<file path="src/rtl/idebm_pkg.sv">
package idebm_pkg;
   localparam int SLOT_BYTES = 8;
   localparam int OFS_CMD    = 0;
   localparam int OFS_STS    = 2;
   localparam int OFS_DESC   = 4;
   localparam int CMD_GO     = 0;
   localparam int CMD_TOMEM  = 3;
   localparam int STS_ACT    = 0;
   localparam int STS_ERR    = 1;
   localparam int STS_INT    = 2;
   localparam logic [7:0] STS_KEEP = 8'h01;
   localparam logic [7:0] STS_W1C  = 8'h06;
   localparam logic [7:0] STS_FREE = 8'h60;

   // Host write into the status byte: free bits load, active holds, flags clear on one.
   function automatic logic [7:0] sts_merge(input logic [7:0] cur, input logic [7:0] wd);
      return (wd & STS_FREE) | (cur & STS_KEEP) | (cur & ~wd & STS_W1C);
   endfunction
endpackage

</file>
<file path="src/rtl/idebm_chan.sv">
module idebm_chan
   import idebm_pkg::*;
#(
   parameter int DESC_BYTES = 4
) (
   input  logic                    clk,
   input  logic                    rst,
   input  logic                    we,
   input  logic [2:0]              ofs,
   input  logic [7:0]              wd,
   input  logic                    err_set,
   input  logic                    int_set,
   output logic [7:0]              rbyte,
   output logic                    go_o,
   output logic                    dir_o,
   output logic [8*DESC_BYTES-1:0] desc_o
);
   logic       go_q, dir_q;
   logic [7:0] sts_q, sts_d;
   logic [7:0] desc_q [DESC_BYTES];

   wire cmd_we = we && (ofs == 3'(OFS_CMD));
   wire sts_we = we && (ofs == 3'(OFS_STS));

   // Set pulses win over a clearing host write in the same cycle.
   always_comb begin
      sts_d = sts_q;
      if (sts_we) sts_d = sts_merge(sts_q, wd);
      if (cmd_we) sts_d[STS_ACT] = wd[CMD_GO];
      if (err_set) sts_d[STS_ERR] = 1'b1;
      if (int_set) sts_d[STS_INT] = 1'b1;
   end

   always_ff @(posedge clk) begin
      if (rst) begin
         go_q  <= 1'b0;
         dir_q <= 1'b0;
         sts_q <= '0;
      end else begin
         sts_q <= sts_d;
         if (cmd_we) begin
            go_q  <= wd[CMD_GO];
            dir_q <= wd[CMD_TOMEM];
         end
      end
   end

   for (genvar k = 0; k < DESC_BYTES; k++) begin : g_desc
      localparam logic [7:0] KEEP = (k == 0) ? 8'hFC : 8'hFF;
      always_ff @(posedge clk) begin
         if (rst) desc_q[k] <= '0;
         else if (we && (ofs == 3'(OFS_DESC + k))) desc_q[k] <= wd & KEEP;
      end
      assign desc_o[k*8 +: 8] = desc_q[k];
   end

   always_comb begin
      rbyte = 8'hFF;
      if (ofs == 3'(OFS_CMD)) begin
         rbyte = '0;
         rbyte[CMD_GO]    = go_q;
         rbyte[CMD_TOMEM] = dir_q;
      end else if (ofs == 3'(OFS_STS)) begin
         rbyte = sts_q;
      end
      for (int k = 0; k < DESC_BYTES; k++)
         if (ofs == 3'(OFS_DESC + k)) rbyte = desc_q[k];
   end

   assign go_o  = go_q;
   assign dir_o = dir_q;
endmodule

</file>
<file path="src/rtl/idebm_irq.sv">
module idebm_irq #(
   parameter int                NUM_CH         = 2,
   parameter int                LINE_W         = 4,
   parameter logic [LINE_W-1:0] LINE_RST       = 'hE,
   parameter bit                GATE_ZERO_LINE = 1'b1
) (
   input  logic              clk,
   input  logic              rst,
   input  logic [NUM_CH-1:0] lvl_i,
   input  logic              line_we,
   input  logic [LINE_W-1:0] line_wd,
   output logic [NUM_CH-1:0] mirror_o,
   output logic [LINE_W-1:0] line_o,
   output logic              irq_o
);
   logic [NUM_CH-1:0] mirror_q;
   logic [LINE_W-1:0] line_q;

   always_ff @(posedge clk) begin
      if (rst) begin
         mirror_q <= '0;
         line_q   <= LINE_RST;
      end else begin
         mirror_q <= lvl_i;
         if (line_we) line_q <= line_wd;
      end
   end

   if (GATE_ZERO_LINE) begin : g_gated
      assign irq_o = (|mirror_q) && (line_q != '0);
   end else begin : g_open
      assign irq_o = |mirror_q;
   end

   assign mirror_o = mirror_q;
   assign line_o   = line_q;
endmodule

</file>
<file path="src/rtl/idebm_regbank.sv">
module idebm_regbank
   import idebm_pkg::*;
#(
   parameter int NUM_CH     = 2,
   parameter int AW         = 5,
   parameter int DW         = 32,
   parameter int DESC_BYTES = 4,
   parameter int LINE_W     = 4
) (
   input  logic                           clk,
   input  logic                           rst,
   input  logic [AW-1:0]                  host_addr,
   input  logic [2:0]                     host_size,
   input  logic                           host_wr,
   input  logic                           host_rd,
   input  logic [DW-1:0]                  host_wdata,
   output logic [DW-1:0]                  host_rdata,
   input  logic [NUM_CH-1:0]              chan_irq,
   input  logic [NUM_CH-1:0]              dma_err_set,
   input  logic [NUM_CH-1:0]              dma_int_set,
   output logic [NUM_CH-1:0]              dma_start,
   output logic [NUM_CH-1:0]              dma_dir,
   output logic [NUM_CH*8*DESC_BYTES-1:0] dma_desc,
   output logic                           irq_out
);
   localparam int SW        = AW - 3;
   localparam int DESC_W    = 8 * DESC_BYTES;
   localparam int LINE_ADDR = NUM_CH * SLOT_BYTES;
   localparam int MIR_ADDR  = LINE_ADDR + 1;

   initial begin
      if (NUM_CH < 1 || NUM_CH > 8) $error("NUM_CH must be 1..8");
      if (DESC_BYTES < 1 || DESC_BYTES > 4) $error("DESC_BYTES must be 1..4");
      if (LINE_W < 1 || LINE_W > 8) $error("LINE_W must be 1..8");
      if (DW < 8) $error("DW must be at least 8");
      if (AW < 4 || (1 << AW) <= MIR_ADDR) $error("AW too small for the map");
   end

   wire          byte_acc = (host_size == 3'd1);
   wire          byte_wr  = byte_acc && host_wr;
   wire [SW-1:0] slot     = host_addr[AW-1:3];
   wire [2:0]    ofs      = host_addr[2:0];

   logic [7:0]        chan_rb [NUM_CH];
   logic [NUM_CH-1:0] mirror;
   logic [LINE_W-1:0] line_val;

   for (genvar n = 0; n < NUM_CH; n++) begin : g_ch
      idebm_chan #(.DESC_BYTES(DESC_BYTES)) u_chan (
         .clk     (clk),
         .rst     (rst),
         .we      (byte_wr && (slot == SW'(n))),
         .ofs     (ofs),
         .wd      (host_wdata[7:0]),
         .err_set (dma_err_set[n]),
         .int_set (dma_int_set[n]),
         .rbyte   (chan_rb[n]),
         .go_o    (dma_start[n]),
         .dir_o   (dma_dir[n]),
         .desc_o  (dma_desc[n*DESC_W +: DESC_W])
      );
   end

   idebm_irq #(.NUM_CH(NUM_CH), .LINE_W(LINE_W)) u_irq (
      .clk      (clk),
      .rst      (rst),
      .lvl_i    (chan_irq),
      .line_we  (byte_wr && (host_addr == AW'(LINE_ADDR))),
      .line_wd  (host_wdata[LINE_W-1:0]),
      .mirror_o (mirror),
      .line_o   (line_val),
      .irq_o    (irq_out)
   );

   logic [7:0] sel;
   always_comb begin
      sel = 8'hFF;
      for (int n = 0; n < NUM_CH; n++)
         if (slot == SW'(n)) sel = chan_rb[n];
      if (host_addr == AW'(LINE_ADDR)) sel = 8'(line_val);
      if (host_addr == AW'(MIR_ADDR))  sel = 8'(mirror);
      host_rdata = '0;
      if (host_rd) begin
         if (byte_acc) host_rdata[7:0] = sel;
         else for (int i = 0; i < DW; i++) host_rdata[i] = (i < 8 * int'(host_size));
      end
   end
endmodule

</file>
<file path="config.mk">
export PLATFORM = sky130hd
export DESIGN_NAME = idebm_regbank
export DESIGN_NICKNAME = d
export VERILOG_FILES = /design/src/rtl/idebm_pkg.sv /design/src/rtl/idebm_chan.sv /design/src/rtl/idebm_irq.sv /design/src/rtl/idebm_regbank.sv
export SDC_FILE = /design/constraint.sdc
export NUM_CORES = 1
export LEC_CHECK = 0
export BUFFER_PORTS_ARGS = -buffer_cell sky130_fd_sc_hd__buf_2
export CAP_MARGIN = 20
export CORE_ASPECT_RATIO = 1.4
export CORE_MARGIN = 2
export CORE_UTILIZATION = 54
export CTS_CLUSTER_SIZE = 12
export DETAILED_ROUTE_END_ITERATION = 8
export PLACE_DENSITY = 0.86
export SLEW_MARGIN = 20
export SYNTH_ARGS = -nofsm -noshare
export SYNTH_HDL_FRONTEND = slang
export SYNTH_SLANG_ARGS = --single-unit
</file>
<file path="constraint.sdc">
create_clock -name clk -period 3.6 [get_ports clk]
set_input_delay 0.72 -clock clk [delete_from_list [all_inputs] [get_ports clk]]
set_output_delay 0.72 -clock clk [all_outputs]
set_load 0.02 [all_outputs]
</file>
==> results of run 1 <==
==> how the worst max path moves through the flow <==
stage	end	slack, ps	cells past startpoint
6_report	host_rdata[2]	280	7
5_1_grt	host_rdata[2]	250	7
4_1_cts	host_rdata[2]	350	7
3_5_place_dp	host_rdata[2]	390	7
3_3_place_gp	host_rdata[5]	390	8
2_1_floorplan	host_rdata[17]	640	5
==> layout make-up <==
cell class	count	area, um^2	area share (%)
inverters	8	30.0	0.610
multi-input cells	262	1710	34.7
clock inverters	6	52.6	1.07
repair buffers	136	716	14.5
well taps	100	125	2.54
clock buffers	10	128	2.59
flip-flops and latches	78	2160	43.9
==> power groups by stage <==
stage          clock network [mW]  registers (mW)  logic, mW
6_report                    0.614            1.03      0.329
3_5_place_dp                    0            1.05      0.325
5_1_grt                     0.647            1.04      0.348
2_1_floorplan                   0            1.09      0.174
3_3_place_gp                    0            1.05      0.319
4_1_cts                     0.618            1.03      0.326
==> per-stage QoR <==
step	power (mW)	setup WS, ps
floorplan	1.27	637
global placement	1.37	385
detailed placement	1.38	385
CTS	1.98	348
global route	2.03	248
finish	1.98	282
==> worst max-delay path, stage by stage <==
cell	delay, ps
buf_2	390
nor2b_1	370
nand2_1	330
o22ai_1	300
a311o_1	240
a21oi_1	70
buf_2	160
==> cells in the final DEF, fill, tap and decap left out, types with 2 or more instances in the layout <==
| master | netlist | routed |
|---|---|---|
| edfxtp_1 | 60 | 60 |
| buf_2 | 8 | 122 |
| dfxtp_1 | 18 | 18 |
| a221oi_1 | 3 | 3 |
| nand4_1 | 2 | 2 |
| nor3_4 | 3 | 3 |
| nor3_1 | 4 | 4 |
| and2_1 | 61 | 61 |
| buf_4 | 30 | 14 |
| and3_1 | 3 | 3 |
| a21oi_1 | 28 | 28 |
| mux2i_1 | 14 | 14 |
| nor2_1 | 28 | 28 |
| nand3b_1 | 2 | 2 |
| o21ai_0 | 16 | 16 |
| nand3_1 | 9 | 9 |
| a211oi_1 | 2 | 2 |
| clkinv_1 | 1 | 3 |
| a211o_1 | 3 | 3 |
| clkbuf_8 | 0 | 9 |
| o21bai_1 | 8 | 8 |
| a21o_1 | 2 | 2 |
| o2111ai_1 | 2 | 2 |
| a311oi_1 | 5 | 5 |
| a22o_1 | 4 | 4 |
| nor3_2 | 7 | 7 |
| nand2_1 | 13 | 13 |
| nor2b_1 | 8 | 8 |
| nand3_4 | 2 | 2 |
| o31ai_1 | 2 | 2 |
| nor4_1 | 2 | 2 |
| clkinv_2 | 0 | 3 |
| nand2b_1 | 3 | 3 |
| inv_1 | 7 | 7 |
| mux2_2 | 4 | 4 |
| conb_1 | 1 | 4 |
| a31oi_1 | 4 | 4 |
==> state kept, by name, summed over array words and instances, names as in the netlist <==
| name | flops |
|---|---|
| g_ch.u_chan.desc_q | 60 |
| g_ch.u_chan.sts_q | 10 |
| u_irq.line_o | 4 |
| g_ch.u_chan.dir_o | 2 |
| u_irq.mirror_o | 2 |
==> logic make-up (layout without fill, tap and decap cells) <==
family | after synthesis | after routing | synth area share (%)
flops | 78 | 78 | 51.5
mux | 18 | 18 | 4.41
simple gates | 151 | 151 | 22.1
other cells | 1 | 4 | 0.0893
compound gates | 89 | 89 | 13.9
buf+inv | 57 | 160 | 8.02
==> per-layer routing <==
| layer | up-vias | track usage [%] | wire length, um |
|---|---|---|---|
| met4 | 0 | 15.8 | 525 |
| met1 | 1682 | 32.5 | 4260 |
| li1 | 1602 | - | - |
| met5 | - | 0 | 0 |
| met3 | 45 | 5.51 | 982 |
| met2 | 243 | 47.6 | 5850 |
==> run_results.csv, run 1 <==
group,metric,value,unit
outcome,outcome,"completed",
routing,routedWlPerCell,19.4,um
floorplan,core,7650,um^2
pwr,combPwrFrac,16.6,%
clock_network,clock-root-buffer,"clkbuf_8",
final_layout,diodes,0,
worst_setup_path,rr_startpoint,"u_irq.line_o[1]",
worst_setup_path,cp-end-kind,"output pin",
floorplan,dieWidth,78.5,um
final_layout,finalInstanceArea,4920,um^2
global_route,grtUsageTotal,27.8,%
clock_network,ctsResizeCount,0,
synthesis,synth_most_common_cell,"and2_1",
worst_setup_path,setup.worst_path.start,"host_addr[0]",
pwr,vdd.ir_drop.worst,0.317,mV
synthesis,yosys_register_bits,78,
final_layout,fin_cells,600,
synthesis,synth_area_leaders,"edfxtp_1 (43%), and2_1 (9.1%), dfxtp_1 (8.6%)",
final_layout,fin_nets,545,
clock_network,tritoncts,"done",
clock_network,insertion_delay,360,ps
clock_network,clk_pin_slew,80,ps
floorplan,ios,151,
global_route,grt_start_max_net_pins,35,
sta,relSlewSlack,42.9,%
worst_setup_path,r2r_slack,2750,ps
place,placed_cells,584,
clock_network,hold_buffers,0,
worst_setup_path,critPathKind,"in2out",
sta,setup-tns-final,0,ps
sta,worstMarginPinSlew,854,ps
clock_network,numCtsBuffers,9,
clock_network,cts_sinks,78,
final_layout,synthToLayoutAreaGrowth,17.3,%
synthesis,synth_edf_count,60,
global_route,antenna_found_initial,0,
min_path,worstHoldPathType,"reg2reg",
place,hpwl,8560,um
worst_setup_path,start_kind,"primary input",
floorplan,start_util,54.8,%
synthesis,yosys.area.top_type,"edfxtp_1",
synthesis,ys.flop_type,"edfxtp_1",
final_layout,layout-drive-gt1-share,33.6,%
routing,drtIter0Drc,457,
pwr,intPower,1.42,mW
sta,final-setup-viol-count,0,
place,place.gp.congestion,0.895,
global_route,grt_pass1_vias,3392,
pwr,seqPwrFrac,52.3,%
min_path,hold-path-cell-count,2,
synthesis,yosysSeqAreaShare,51.5,%
sta,hold-worst-slack,498,ps
routing,wirelength,11600,um
worst_setup_path,crit_required,2880,ps
sta,max_freq,301,MHz
worst_setup_path,r2r-end,"u_irq.line_o[1]",
job,max_cap_viol_count,0,
floorplan,rows,38,
pwr,pwr-share-clk,31.1,%
clock_network,ctsHtreeMaxLevel,3,
global_route,grt_first_pass_wirelength,17500,um
place,dpl-instance-area,4740,um^2
synthesis,netlist_area,4200,um^2
clock_network,clk_path_buf_depth,2,
sta,period_share,92.2,%
sta,rsz0062_at_grt,"false",
synthesis,synthArstFlopShare,0,%
sta,slew_violations,0,
routing,routed-via-count,3572,
routing,dr.pass1.iters,6,
pwr,p_switching,0.557,mW
final_layout,n_fill_cell,614,
worst_setup_path,worstPathArrival,2600,ps
min_path,hold_end,"g_ch[0].u_chan.sts_q[2]",
min_path,hp-start,"g_ch[0].u_chan.sts_q[2]",
routing,vias_per_cell,5.95,
floorplan,die_y,108,um
synthesis,synth.distinct_cells,50,
synthesis,yosys.area.top_type_share,42.9,%
sta,skew,0,ps
synthesis,synth_area_per_cell,10.7,um^2
sta,finalCriticalPeriod,3320,ps
global_route,grt_overflow,0,
sta,final_hold_viol_count,0,
final_layout,final_util,64.3,%
floorplan,die_area,8500,um^2
routing,postRouteAntennaNets,0,
pwr,powerDensity,402,nW/um^2
pwr,p_sw_share,28.2,%
pwr,leakage,2.02,nW
routing,drcViolationCount,0,
worst_setup_path,path_max_fanout,22,
synthesis,ys_top_cells_by_count,"and2_1 (61), edfxtp_1 (60), buf_4 (30)",
place,port_buffers,122,
worst_setup_path,reg2regPathDepth,2,
synthesis,syn-instance-count,394,
clock_network,post-cts-setup-buffers,0,
synthesis,yosysWarnings,0,
Power figures use the tool's default switching activity.
==> inputs of run 2 (changes only) <==
- PLACE_DENSITY: 0.86 -> 0.85
- SYNTH_HIERARCHICAL: default -> 1
==> run 2 against run 1 <==
Synthesized cell count is 2.3% higher; cell count is 2.5% higher; sequential cell count stayed put; first-iteration DRC count is 29% lower; global-route usage is 0.48 points lower; clock power is 32% higher; worst setup slack worse by 86 ps; largest power group unchanged; wire length is 1.4% higher; utilization is 2.0 points higher; clock-buffer cell count is 1 higher; critical path depth is 1 higher; sequential power hardly changed.
==> run_results.csv, run 2 <==
group,metric,value,unit
pwr,combPwrFrac,16.2,%
sta,period_share,94.5,%
global_route,grt_overflow,0,
min_path,hp-start,"g_ch[1].u_chan/sts_q[6]",
routing,drcViolationCount,0,
worst_setup_path,r2r-end,"u_irq/line_o[2]",
worst_setup_path,reg2regPathDepth,2,
routing,drtIter0Drc,323,
synthesis,synth_edf_count,60,
pwr,pwr-share-clk,36.9,%
place,pre_cts_ws,281,ps
min_path,worstHoldPathType,"reg2reg",
worst_setup_path,r2r_slack,2770,ps
sta,setup-tns-final,0,ps
worst_setup_path,critPathKind,"in2out",
synthesis,netlist_area,4330,um^2
global_route,antenna_found_initial,0,
clock_network,ctsHtreeMaxLevel,3,
worst_setup_path,cp-end-kind,"output pin",
final_layout,most-common-layout-cells,"buf_2 (122), and2_1 (65), edfxtp_1 (60)",
routing,postRouteAntennaNets,0,
place,place.gp.congestion,0.909,
worst_setup_path,path_max_fanout,34,
synthesis,synth_most_common_cell,"and2_1",
floorplan,start_util,55.9,%
pwr,intPower,1.61,mW
synthesis,synth_area_per_cell,10.7,um^2
final_layout,largest_reg_flops,60,
floorplan,ios,151,
min_path,hold-path-cell-count,2,
synthesis,ys.flop_type,"edfxtp_1",
pwr,leakage,2.07,nW
synthesis,syn-instance-count,403,
final_layout,final_common_cell,"buf_2",
sta,final-setup-viol-count,0,
synthesis,ys_top_cells_by_count,"and2_1 (65), edfxtp_1 (60), buf_4 (31)",
clock_network,insertion_delay,360,ps
clock_network,tritoncts,"done",
routing,dr.pass1.iters,5,
min_path,hold_end,"g_ch[1].u_chan/sts_q[6]",
global_route,grt_pass1_vias,3423,
pwr,seqPwrFrac,47.0,%
pwr,vdd.ir_drop.worst,0.316,mV
synthesis,synth_area_leaders,"edfxtp_1 (42%), and2_1 (9.4%), dfxtp_1 (8.3%)",
clock_network,ctsResizeCount,0,
place,port_buffers,122,
clock_network,hold_buffers,0,
worst_setup_path,start_kind,"primary input",
sta,hold-worst-slack,511,ps
clock_network,clk_path_buf_depth,2,
routing,routed-via-count,3595,
pwr,powerDensity,428,nW/um^2
worst_setup_path,worstPathArrival,2680,ps
synthesis,yosysSeqAreaShare,49.9,%
floorplan,core,7750,um^2
final_layout,fin_cells,615,
synthesis,synthArstFlopShare,0,%
final_layout,layout-drive-gt1-share,33.6,%
global_route,grt_first_pass_wirelength,17300,um
routing,wirelength,11800,um
synthesis,yosys.area.top_type,"edfxtp_1",
sta,skew,0,ps
pwr,p_total,2.20,mW
place,dpl-instance-area,4890,um^2
pwr,p_switching,0.593,mW
clock_network,clock-root-buffer,"clkbuf_8",
outcome,outcome,"completed",
job,max_cap_viol_count,0,
sta,worstMarginPinSlew,902,ps
sta,fin_ws,196,ps
global_route,grt_start_max_net_pins,35,
final_layout,fin_nets,560,
clock_network,clk_pin_slew,70,ps
floorplan,dieWidth,79.7,um
sta,slew_violations,0,
sta,final_hold_viol_count,0,
sta,finalCriticalPeriod,3400,ps
sta,relSlewSlack,39.4,%
routing,routedWlPerCell,19.2,um
routing,vias_per_cell,5.85,
worst_setup_path,crit_required,2880,ps
final_layout,finalInstanceArea,5140,um^2
final_layout,final_util,66.3,%
synthesis,yosys.area.top_type_share,41.6,%
clock_network,post-cts-setup-buffers,0,
synthesis,yosysWarnings,6,
clock_network,numCtsBuffers,9,
final_layout,synthToLayoutAreaGrowth,18.7,%
floorplan,die_area,8760,um^2
sta,rsz0062_at_grt,"false",
place,hpwl,8540,um
floorplan,die_y,110,um
sta,max_freq,294,MHz
final_layout,diodes,0,
synthesis,synth.distinct_cells,46,
clock_network,cts_sinks,78,
pwr,p_sw_share,27.0,%
worst_setup_path,rr_startpoint,"u_irq/line_o[2]",
place,placed_cells,599,
floorplan,rows,38,
final_layout,regMostFlops,"g_ch.u_chan/desc_q",
global_route,grtUsageTotal,27.4,%
synthesis,yosys_register_bits,78,
[run 2: worst max-delay path, cell delays in order]
cell,delay (ps)
buf_2,550
inv_1,280
a211oi_1,430
o32ai_1,180
nor2_1,100
or3_1,100
a31oi_1,90
buf_2,210
[run 2: worst max path at each step]
stage | startpoint | end
final | host_addr[1] | host_rdata[4]
after global routing | host_addr[1] | host_rdata[4]
after CTS | host_addr[0] | host_rdata[2]
after detailed placement | host_addr[0] | host_rdata[2]
after global placement | host_addr[0] | host_rdata[2]
after floorplan | host_addr[2] | host_rdata[5]
[run 2: final cells by class]
cell class	count	area [um^2]
Fill cell	615	2610
Sequential cell	78	2160
Multi-Input combinational cell	273	1840
Timing Repair Buffer	138	731
Clock buffer	11	141
Tap cell	100	125
Clock inverter	5	106
Inverter	10	37.5
[run 2: kinds of logic (layout without fill, tap and decap cells)]
family / Yosys count / count (layout) / share of synthesized area [%]
buffers and inverters: 54 / 164 / 7.80
other: 2 / 4 / 0.173
multiplexers: 19 / 19 / 4.51
AO/OA/AOI/OAI: 92 / 92 / 14.8
flip-flops: 78 / 78 / 49.9
AND/OR/NAND/NOR: 158 / 158 / 22.8
[run 2: layer usage]
| metal | wire length, um | track usage (%) | share of wire [%] | up-vias |
|---|---|---|---|---|
| met3 | 860 | 5.67 | 7.3 | 36 |
| met2 | 6100 | 47.7 | 52 | 174 |
| met5 | 0 | 0 | 0 | - |
| met1 | 4340 | 31.0 | 37 | 1717 |
| li1 | - | - | - | 1668 |
| met4 | 494 | 15.4 | 4.2 | 0 |
[run 2: power by group through the flow]
stage                     Combinational, mW  Clock [mW]  Sequential [mW]
after global routing                  0.380       0.853             1.04
final                                 0.356       0.810             1.03
after detailed placement              0.352           0             1.05
after floorplan                       0.193           0             1.09
after CTS                             0.354       0.819             1.03
after global placement                0.345           0             1.05
